**config.mk**
```make
export PLATFORM = sky130hd
export DESIGN_NAME = pwm_frac_chan
export DESIGN_NICKNAME = d
export VERILOG_FILES = /design/src/rtl/pwmf_pkg.sv /design/src/rtl/pwmf_tsel.sv /design/src/rtl/pwmf_shadow.sv /design/src/rtl/pwmf_dither.sv /design/src/rtl/pwm_frac_chan.sv
export SDC_FILE = /design/constraint.sdc
export NUM_CORES = 1
export LEC_CHECK = 0
export BUFFER_PORTS_ARGS = -buffer_cell sky130_fd_sc_hd__buf_2
export CAP_MARGIN = 20
export CORE_MARGIN = 4
export CORE_UTILIZATION = 38
export CTS_BUF_LIST = sky130_fd_sc_hd__clkbuf_8
export DETAILED_ROUTE_END_ITERATION = 16
export SETUP_SLACK_MARGIN = 0.02
export SYNTH_ARGS = -nofsm -noshare
export SYNTH_HDL_FRONTEND = slang
export SYNTH_SLANG_ARGS = --single-unit
```
**constraint.sdc**
```tcl
create_clock -name clk -period 5.4 [get_ports clk]
set_input_delay 0.27 -clock clk [delete_from_list [all_inputs] [get_ports clk]]
set_output_delay 0.27 -clock clk [all_outputs]
set_load 0.02 [all_outputs]
```
**src/rtl/pwmf_pkg.sv**
```systemverilog
package pwmf_pkg;
    parameter int unsigned FRAC_W = 4;
    typedef logic [FRAC_W-1:0] frac_t;
    typedef struct packed {
        frac_t ph;
        logic  ext;
    } dith_t;
endpackage

```
**src/rtl/pwmf_tsel.sv**
```systemverilog
module pwmf_tsel #(
    parameter int unsigned CNT_W = 20,
    parameter int unsigned N_TMR = 4,
    localparam int unsigned SEL_W = $clog2(N_TMR)
) (
    input  logic [N_TMR*CNT_W-1:0] cnt_bus_i,
    input  logic [N_TMR-1:0]       wrap_bus_i,
    input  logic [SEL_W-1:0]       sel_i,
    output logic [CNT_W-1:0]       cnt_o,
    output logic                   wrap_o
);
    logic [CNT_W-1:0] lane [N_TMR];

    for (genvar g = 0; g < N_TMR; g++) begin : g_lane
        assign lane[g] = cnt_bus_i[g*CNT_W +: CNT_W];
    end

    assign cnt_o  = lane[sel_i];
    assign wrap_o = wrap_bus_i[sel_i];
endmodule

```
**src/rtl/pwmf_shadow.sv**
```systemverilog
module pwmf_shadow
    import pwmf_pkg::*;
#(
    parameter int unsigned CNT_W = 20
) (
    input  logic             clk,
    input  logic             rst_n,
    input  logic             upd_i,
    input  logic             wrap_i,
    input  logic [CNT_W-1:0] hp_i,
    input  logic [CNT_W-1:0] int_i,
    input  frac_t            frac_i,
    output logic [CNT_W-1:0] act_hp_o,
    output logic [CNT_W-1:0] act_int_o,
    output logic [CNT_W-1:0] eff_hp_o,
    output logic [CNT_W-1:0] eff_int_o,
    output frac_t            eff_frac_o,
    output logic             pend_o
);
    typedef struct packed {
        logic [CNT_W-1:0] hp;
        logic [CNT_W-1:0] dint;
        frac_t            frac;
    } cfg_t;

    typedef struct packed {
        cfg_t pend;
        cfg_t act;
        logic armed;
    } sh_t;

    sh_t  s_d, s_q;
    logic apply;
    cfg_t eff;

    always_comb begin
        s_d   = s_q;
        apply = wrap_i && s_q.armed;
        if (apply) begin
            s_d.act   = s_q.pend;
            s_d.armed = 1'b0;
        end
        if (upd_i) begin
            s_d.pend  = '{hp: hp_i, dint: int_i, frac: frac_i};
            s_d.armed = 1'b1;
        end
        eff = apply ? s_q.pend : s_q.act;
    end

    always_ff @(posedge clk or negedge rst_n) begin
        if (!rst_n) s_q <= '0;
        else        s_q <= s_d;
    end

    assign act_hp_o   = s_q.act.hp;
    assign act_int_o  = s_q.act.dint;
    assign eff_hp_o   = eff.hp;
    assign eff_int_o  = eff.dint;
    assign eff_frac_o = eff.frac;
    assign pend_o     = s_q.armed;
endmodule

```
**src/rtl/pwmf_dither.sv**
```systemverilog
module pwmf_dither
    import pwmf_pkg::*;
(
    input  logic  clk,
    input  logic  rst_n,
    input  logic  wrap_i,
    input  frac_t frac_i,
    output logic  ext_eff_o,
    output logic  ext_q_o,
    output frac_t ph_q_o
);
    dith_t             d_d, d_q;
    logic [FRAC_W:0]   sum;

    always_comb begin
        d_d = d_q;
        sum = {1'b0, d_q.ph} + {1'b0, frac_i};
        if (wrap_i) begin
            d_d.ph  = sum[FRAC_W-1:0];
            d_d.ext = sum[FRAC_W];
        end
        ext_eff_o = wrap_i ? sum[FRAC_W] : d_q.ext;
    end

    always_ff @(posedge clk or negedge rst_n) begin
        if (!rst_n) d_q <= '0;
        else        d_q <= d_d;
    end

    assign ext_q_o = d_q.ext;
    assign ph_q_o  = d_q.ph;
endmodule

```
**src/rtl/pwm_frac_chan.sv**
```systemverilog
module pwm_frac_chan
    import pwmf_pkg::*;
#(
    parameter int unsigned CNT_W = 20,
    parameter int unsigned N_TMR = 4,
    localparam int unsigned SEL_W  = $clog2(N_TMR),
    localparam int unsigned DUTY_W = CNT_W + FRAC_W
) (
    input  logic                   clk,
    input  logic                   rst_n,
    input  logic [N_TMR*CNT_W-1:0] tmr_cnt_i,
    input  logic [N_TMR-1:0]       tmr_wrap_i,
    input  logic [SEL_W-1:0]       tmr_sel_i,
    input  logic                   out_en_i,
    input  logic                   idle_lvl_i,
    input  logic [CNT_W-1:0]       hpoint_i,
    input  logic [DUTY_W-1:0]      duty_i,
    input  logic                   upd_i,
    output logic                   pwm_o
);
    typedef struct packed {
        logic lvl;
    } out_t;

    logic [CNT_W-1:0] sel_cnt;
    logic             sel_wrap;
    logic [CNT_W-1:0] hp_q, int_q, eff_hp, eff_int;
    frac_t            eff_frac, ph_q;
    logic             pend_q, ext_eff, ext_q;
    logic [CNT_W-1:0] eff_lp, act_lp;
    out_t             o_d, o_q;

    pwmf_tsel #(.CNT_W(CNT_W), .N_TMR(N_TMR)) u_tsel (
        .cnt_bus_i  (tmr_cnt_i),
        .wrap_bus_i (tmr_wrap_i),
        .sel_i      (tmr_sel_i),
        .cnt_o      (sel_cnt),
        .wrap_o     (sel_wrap)
    );

    pwmf_shadow #(.CNT_W(CNT_W)) u_shadow (
        .clk        (clk),
        .rst_n      (rst_n),
        .upd_i      (upd_i),
        .wrap_i     (sel_wrap),
        .hp_i       (hpoint_i),
        .int_i      (duty_i[DUTY_W-1:FRAC_W]),
        .frac_i     (duty_i[FRAC_W-1:0]),
        .act_hp_o   (hp_q),
        .act_int_o  (int_q),
        .eff_hp_o   (eff_hp),
        .eff_int_o  (eff_int),
        .eff_frac_o (eff_frac),
        .pend_o     (pend_q)
    );

    pwmf_dither u_dither (
        .clk       (clk),
        .rst_n     (rst_n),
        .wrap_i    (sel_wrap),
        .frac_i    (eff_frac),
        .ext_eff_o (ext_eff),
        .ext_q_o   (ext_q),
        .ph_q_o    (ph_q)
    );

    // low points wrap modulo the counter width
    assign eff_lp = eff_hp + eff_int + {{(CNT_W-1){1'b0}}, ext_eff};
    assign act_lp = hp_q + int_q + {{(CNT_W-1){1'b0}}, ext_q};

    always_comb begin
        o_d = o_q;
        if (sel_cnt == eff_lp)      o_d.lvl = 1'b0;
        else if (sel_cnt == eff_hp) o_d.lvl = 1'b1;
    end

    always_ff @(posedge clk or negedge rst_n) begin
        if (!rst_n) o_q <= '0;
        else        o_q <= o_d;
    end

    assign pwm_o = out_en_i ? o_q.lvl : idle_lvl_i;
endmodule

```
After elaboration in Yosys (flattened, before gate mapping). Cells that the tools add are included. Widths: inputs -> output; s select.

Flip-flop bits (word level): 95. Latch bits: 0. Memory bits (writable): 0. Memory bits (read-only): 0. Input bits: 135. Output and inout bits: 1. Logic and storage cells: 33. Memories kept: 0.

Add/subtract/negate cells: 3. $mul: 0. Div/mod/pow operators: 0. Magnitude comparators: 2. Equal/unequal tests: 2. Shifts and indexed selects: 0. Mux-type cells: 12. Bitwise logic cells: 1. Reductions and logical operators: 3.

Operators with widths (number): $mux 44 (1); $bmux 20 s2 (1); $eq 20x20->1 (2); $mux 20 (2); $add 20x1->20 (1); $add 20x20->20 (1); $mux 1 (7); $add 4x4->5 (1); $reduce_bool 2->1 (2); $ge 3x3->1 const B (1); $lt 2x3->1 const B (1); $not 2->3 (1); $bmux 1 s2 (1); $logic_and 1x1->1 (1).

Logic depth before layout (Yosys ltp). Gate-level depths: netlist of the first run.

Depth in word-level cells: 9. Mapped depth: 25. Gate-level depth less buffers: 21.

Hierarchy. From an unflattened synthesis of the first run, not the netlist that was laid out.

Cells, all modules: 551. Area total of the unflattened synthesis: 6637.6 µm².

Modules (own cells, without submodules): pwmf_shadow (times used 1, cells each 278, area an instance 4195.3 µm², sequential area each 2227.1 µm²); pwm_frac_chan (times used 1, cells each 217, area an instance 1591.5 µm², sequential area each 25.0 µm²); pwmf_tsel (times used 1, cells each 25, area an instance 509.2 µm², sequential area each 0.0 µm²); pwmf_dither (times used 1, cells each 31, area an instance 341.6 µm², sequential area each 125.1 µm²).

Worst setup path before layout of the first run. Ideal clock, no wire load.

Path kind: in2reg. Start point: input port tmr_sel_i[0]. End point: register o_q. Setup time: 129 ps. Arrival time: 5242 ps. Data required time: 5271 ps. Slack: 29 ps. Cell stages on the path: 25. Buffers on the path: 4. Cell sequence: buf_6 > mux4_2 > nand2_4 > buf_6 > buf_2 > buf_2 > mux2_2 > ha_1 > inv_1 > fa_1 > nor2b_1 > o21ai_0 > nand2b_1 > mux2_2 > inv_1 > fa_1 > fa_1 > nand2b_1 > a211oi_1 > o22ai_1 > o31ai_1 > mux2i_1 > nand4_1 > nor3_1 > a31oi_1.

Longest elaborated chain between the ends: 9. Elaborated cells on any way between the ends: 16. Classes of those cells: 3 x add/sub; 2 x eq/ne; 8 x mux; 1 x bitwise; 2 x reduce/logical.

RTL lines: start, declared (line pwm_frac_chan.sv:13) `input logic [SEL_W-1:0] tmr_sel_i,`; branches (longest 9 deep; another with $add 20x20->20); end signal, assigned (line pwm_frac_chan.sv:78) `if (!rst_n) o_q <= '0;`; end signal, assigned (line pwm_frac_chan.sv:79) `else o_q <= o_d;`; end, declared (line pwm_frac_chan.sv:31) `out_t o_d, o_q;`.

Parallel ways; which one is timed is not known. The select of a mux whose other input is x is not followed. A chain may end at the register's enable or synchronous reset.

Worst setup path after layout of the first run. Same ends and word-level chain as after synthesis.

==> results.cfg, run 1 <==
[synth]
syn_nets = 641
synthArstFlopShare_pct = 100
ys_warn_count = 0
seq_area_frac_synth_pct = 39.5
syn_area_per_cell_um2 = 12.5
synth_area_leaders = dfrtp_1 40%, mux2_2 18%, mux4_2 6.7%
synth_edf_count = 0
yosys.area.top_type = dfrtp_1
syn_inst = 481
ys_seq_elements = 95
synth_top_area_share_pct = 39.5
yosysUniqueCellTypes = 48
synth_area_um2 = 6010
synthFlopType = dfrtp_1

[power]
switchingPower_mw = 1.04
power_frac_comb_pct = 49.1
ir_worst_vdd_v = 0.000156
switching_share_pct = 37.4
internal_power_mw = 1.74
seq_power_share_pct = 32.7
power_mw = 2.79
p_clk_share_pct = 18.2
leakage_nw = 3.16
p_per_area_nw_per_um2 = 393

[setup_path]
reg2reg_to = o_q
crit_fanout = 8
cp_data_arrival_time_ns = 5.29
max_stage_delay_ns = 0.57
r2r_slack_ns = 0.51
end_kind = flip-flop
reg2reg_depth = 20
path_common_cell = fa_1
rr_startpoint = u_shadow.pend_o
criticalPathCategory = input port to flip-flop
crit_chain = buf_2 > mux4_2 > nand2_4 > mux2_2 > ha_1 > inv_1 > fa_1 > nor2b_1 > o21ai_0 > nand2b_1 > mux2_2 > inv_1 > fa_1 > fa_1 > nand2b_1 > a211oi_1 > o22ai_1 > o31ai_1 > nor3b_1 > o311ai_1 > nor3_1 > a31oi_1
critPathLaunchType = input port
critPathSlowestCell = mux4_2
required_ns = 5.67

[drt]
first_pass_iters = 4
wl_per_cell_um = 17.3
vias = 4193
ant_nets = 0
viasPerCell = 5.06
drcViolationCount = 0
finalWirelength_um = 14300
drt_first_iter_violations = 190

[clock_network]
htree_levels = 3
tritoncts = yes
clockBufferDepth = 2
cts_made_buffers = 9
cts_sinks = 95
insertion_delay_ns = 0.38
cts_resized = 0
cts_root_buffer = clkbuf_8
path_clk_slew_ns = 0.10
cts_setup_buffers = 0
ctsHoldBuffers = 1

[timing]
slew_headroom_pct = 44.0
finalCriticalPeriod_ns = 5.02
drv_slew = 0
tns_ns = 0
rsz0062_at_grt = false
fin_crit_sh_pct = 93.0
fin_skew_ns = 0.00785
hold_slack_ns = 0.110
fmax_mhz = 199
finalHoldViolCount = 0
setup_violations = 0
setup_slack_ns = 0.377
tightest_slew_ns = 0.841

[global_routing]
grtUsageTotal_pct = 16.7
grt_pass1_vias = 4473
grt_max_degree = 62
antenna_found_initial = 0
grt_pass1_wl_um = 23400
grt-ovfl-total = 0

[die]
dieWidth_um = 134
ios = 136
die_area_um2 = 17900
die_h_um = 134
start_util_pct = 39.1
num_rows = 45
core_area_um2 = 15400

[final_layout]
drive_above_1_share_pct = 47.5
fin_nets = 772
finalNonFillerCells = 828
synthToLayoutAreaGrowth_pct = 18.1
antennaDiodeCount = 0
fill_cells = 1438

[worst_hold_path]
holdCritStartpoint = hpoint_i[9]
hold_depth = 2
hold_end = u_shadow.s_q[78]
hold_class = input port to flip-flop

[flow_run]
max_cap_violations = 0

[place]
place_congestion = 0.875
placed_cells = 810
dp_hpwl_um = 11300
numPortBuffers = 135
place_ws_ns = -0.0467

[status]
status = finished, final reports clean
==> power groups by stage <==
stage | clock network, mW | registers [mW] | logic, mW
floorplan | 0 | 0.906 | 1.07
global placement | 0 | 0.923 | 1.35
detailed placement | 0 | 0.929 | 1.36
CTS | 0.523 | 0.914 | 1.38
global route | 0.555 | 0.929 | 1.53
finish | 0.507 | 0.912 | 1.37
==> worst max path at each step <==
stage | from | endpoint | slack (ns)
2_1_floorplan | tmr_sel_i[0] | o_q | 0.03
3_3_place_gp | tmr_sel_i[0] | o_q | 0.18
3_5_place_dp | tmr_sel_i[0] | o_q | -0.05
4_1_cts | tmr_sel_i[0] | o_q | 0.36
5_1_grt | tmr_sel_i[0] | o_q | 0.03
6_report | tmr_sel_i[0] | o_q | 0.38
==> layout by cell type (no fill, tap or decap), drive strengths merged, types with 4 or more instances in the layout <==
cell type  instances
buf              140
mux2             114
dfrtp             95
xnor2             33
xor2              24
ha                22
mux4              18
a21oi             16
o21ai             14
nor2              14
nand2             14
inv               12
mux2i             11
clkbuf            10
nor3               8
a21o               7
nand4              7
a31oi              6
nand2b             4
o22ai              4
or2                4
nor3b              4
==> worst max-delay path, delay by kind of cell <==
kind / cells / cell delay, ns
AO/OA/AOI/OAI: 6 / 1.30
adder cells (fa/ha/maj): 4 / 1.56
buffers and inverters: 3 / 0.22
multiplexers: 3 / 0.92
AND/OR/NAND/NOR: 6 / 0.99
==> sequential cells by signal, summed over array words and instances (netlist names) <==
| signal | cells |
|---|---|
| u_shadow.s_q | 48 |
| u_shadow.act_int_o | 20 |
| u_dither.ph_q_o | 4 |
| u_dither.ext_q_o | 1 |
| o_q | 1 |
| u_shadow.act_hp_o | 20 |
| u_shadow.pend_o | 1 |
==> metrics by stage <==
stage | instance area, um^2 | utilization (%)
detailed placement | 6850 | 44.6
floorplan | 6010 | -
finish | 7100 | 46.2
global route | 7100 | 46.2
global placement | 6850 | 44.6
CTS | 7080 | 46.0
==> routing by layer <==
metal,vias up,wire length [um],GRT usage [%]
met3,14,571,2.81
met5,-,0,0
met1,2070,6510,22.7
li1,2031,-,-
met4,0,227,5.54
met2,78,6990,27.2
==> layout make-up <==
type / count / area (um^2) / share of cell area [%]
clock buffer: 10 / 138 / 1.94
multi-input combinational: 355 / 3470 / 48.8
sequential: 95 / 2380 / 33.5
tap: 211 / 264 / 3.72
inverter: 10 / 37.5 / 0.529
timing repair buffer: 141 / 738 / 10.4
clock inverter: 6 / 77.6 / 1.09
==> cell families (layout without fill, tap and decap cells) <==
logic type      after synthesis  in the layout  share of synthesized area (%)
compound gates               58             58                           6.26
xor+xnor                     57             57                           8.30
fa+ha+maj                    25             25                           5.58
buf+inv                      31            167                           2.81
flops                        95             95                           39.5
mux                         143            143                           30.9
simple gates                 72             72                           6.62
==> Yosys cell counts, types with 4 or more instances <==
master     n
mux4_2    18
dfrtp_1   95
o21ai_0   14
xnor2_1   33
a21oi_1   16
mux2_1     4
nand2_1   13
or2_2      4
nor2_1    14
mux2i_1   10
mux2_2    98
mux2_4    12
xor2_1    24
a21o_1     7
buf_1      4
nor3_1     7
inv_1     10
nand4_1    7
nor3b_1    4
ha_1      22
o22ai_1    4
nand2b_1   4
a31oi_1    6
clkbuf_1   4
buf_2      8
Power figures use the tool's default switching activity.
==> run 2, diff against run 1 <==
clock period = 4.25 ns   (was 5.4 ns; I/O delays follow)
==> run 2 against run 1 <==
Compared with the run above:
- final cell count increased by 3.3%
- combinational power rose by 43%
- hold slack worse by 0.049 ns
- via count up 3.8%
- register-to-register slack got worse by 0.20 ns
- clock skew is 0.0015 ns higher
- clock power increased by 31%
- count of clock-buffer cells in the layout fell by 1
- setup slack got worse by 0.14 ns
- sequential cell count stayed put
- wire length rose by 4.8%
- sequential power grew 27%
- largest power group unchanged
==> results.cfg, run 2 (synthesis results as in run 1) <==
[timing]
finalHoldViolCount = 0
finalCriticalPeriod_ns = 4.01
fmax_mhz = 249
fin_skew_ns = 0.00931
setup_violations = 0
tightest_slew_ns = 0.861
fin_crit_sh_pct = 94.3
rsz0062_at_grt = false
slew_headroom_pct = 42.6
drv_slew = 0

[global_routing]
grt_pass1_wl_um = 24400
grt-ovfl-total = 0
grtUsageMet1_pct = 23.3
use_met2_pct = 28.2
grtUsageMet3_pct = 3.30
antenna_found_initial = 0
grtUsageTotal_pct = 17.3
grt_max_degree = 68
top_usage_layer = met2
grt_pass1_vias = 4685

[final_layout]
synthToLayoutAreaGrowth_pct = 23.2
regMostFlops = u_shadow.s_q
fin_nets = 800
postLayoutCoreUtil_pct = 48.2
antennaDiodeCount = 0
final_common_cell = buf_2
final_cell_mix = 134 x buf_2, 96 x mux2_2, 95 x dfrtp_1
fill_cells = 1403
drive_above_1_share_pct = 51.7
final_cell_area_um2 = 7410
largest_reg_flops = 48

[place]
dp_hpwl_um = 11800
numPortBuffers = 135
place_congestion = 0.856
place_area_um2 = 7130

[die]
dieWidth_um = 134
num_rows = 45
ios = 136
die_area_um2 = 17900
core_area_um2 = 15400
die_h_um = 134
start_util_pct = 39.1

[clock_network]
path_clk_slew_ns = 0.10
cts_made_buffers = 9
htree_levels = 3
clockBufferDepth = 2
insertion_delay_ns = 0.37
cts_sinks = 95
cts_root_buffer = clkbuf_8
tritoncts = yes

[setup_path]
end_kind = flip-flop
cp_data_arrival_time_ns = 4.27
crit_fanout = 6
reg2reg_depth = 20
critPathLaunchType = input port
required_ns = 4.51
criticalPathCategory = input port to flip-flop

[flow_run]
max_cap_violations = 0

[drt]
first_pass_iters = 4
vias = 4352
drt_first_iter_violations = 191
ant_nets = 0
viasPerCell = 5.09
finalWirelength_um = 15000
wl_per_cell_um = 17.5
drcViolationCount = 0

[worst_hold_path]
hold_depth = 2
hold_class = input port to flip-flop

[power]
ir_worst_vdd_v = 0.000185
p_per_area_nw_per_um2 = 511
leakage_nw = 3.32

[status]
status = finished, final reports clean
[run 2: changes by cell type in the layout (fill, tap and decap cells not counted), moves of 2 or more]
cell and delta:
buf_4 +28, fa_1 -3, fa_2 +3, ha_1 -2, ha_4 +2, mux2_2 -2, mux2_4 +2, nor3b_1 -2
nor3b_2 +2
[run 2: timing repair]
item / CTS / global route
setup endpoints to repair: 0 / 1
resized for setup: 0 / 5
hold endpoints to repair: 66 / 0
hold buffers: 1 / 0
buffers inserted: 0 / 0
[run 2: routing by layer]
layer  routed length (um)  part of all wire [%]  up-vias
met1                 6730                    45     2151
met2                 7280                    49      106
li1                     -                     -     2084
met5                    0                     0        -
met3                  765                   5.1       11
met4                  208                   1.4        0
[run 2: final cells by class]
type	instances	area (um^2)	area share, %
well taps	211	264	3.56
multi-input cells	355	3560	48.1
clock inverters	6	93.8	1.27
inverters	10	37.5	0.507
repair buffers	169	948	12.8
flip-flops and latches	95	2380	32.1
clock buffers	9	124	1.67
[run 2: power breakdown]
group	leakage (nW)	switching [mW]	internal (mW)
Combinational	2.09	0.967	0.989
Sequential	1.12	0.0874	1.08
Clock	0.112	0.332	0.334
Total	3.32	1.39	2.40
[run 2: worst max-delay path: stages]
cell	delay (ns)
buf_2	0.10
mux4_2	0.54
nand2_4	0.13
mux2_4	0.18
ha_4	0.12
inv_1	0.05
fa_2	0.35
nor2b_1	0.12
o21ai_1	0.06
nand2b_1	0.07
mux2_4	0.15
inv_2	0.04
fa_2	0.37
fa_2	0.38
nand2b_4	0.16
a211oi_4	0.25
o22ai_2	0.12
o31ai_4	0.27
mux2i_1	0.23
nand4_1	0.11
nor3_2	0.17
a31oi_1	0.09
[run 2: final timing paths]
kind	slack, ns	start	end
setup / recovery	0.24	tmr_sel_i[0]	o_q
hold / removal	0.06	duty_i[18]	u_shadow.s_q[63]
setup reg to reg	0.31	u_shadow.pend_o	o_q
hold reg to reg	0.51	u_shadow.act_int_o[9]	u_shadow.act_int_o[9]
max in group asynchronous	2.84	rst_n	u_shadow.act_hp_o[0]
min in group asynchronous	0.50	rst_n	u_shadow.s_q[63]
[run 2: per-stage QoR]
stage / power, mW / setup WS, ns / cells / hold slack (ns) / TNS (ns)
final: 3.79 / 0.240 / 855 / 0.0604 / 0
after global placement: 3.07 / -0.193 / 838 / 0.373 / -0.193
after CTS: 3.78 / 0.0759 / 854 / 0.0380 / 0
after detailed placement: 3.10 / -0.340 / 838 / 0.388 / -0.340
after floorplan: 2.57 / -0.438 / 481 / -0.0831 / -0.438
after global routing: 4.08 / 0.0169 / 855 / 0.0373 / 0
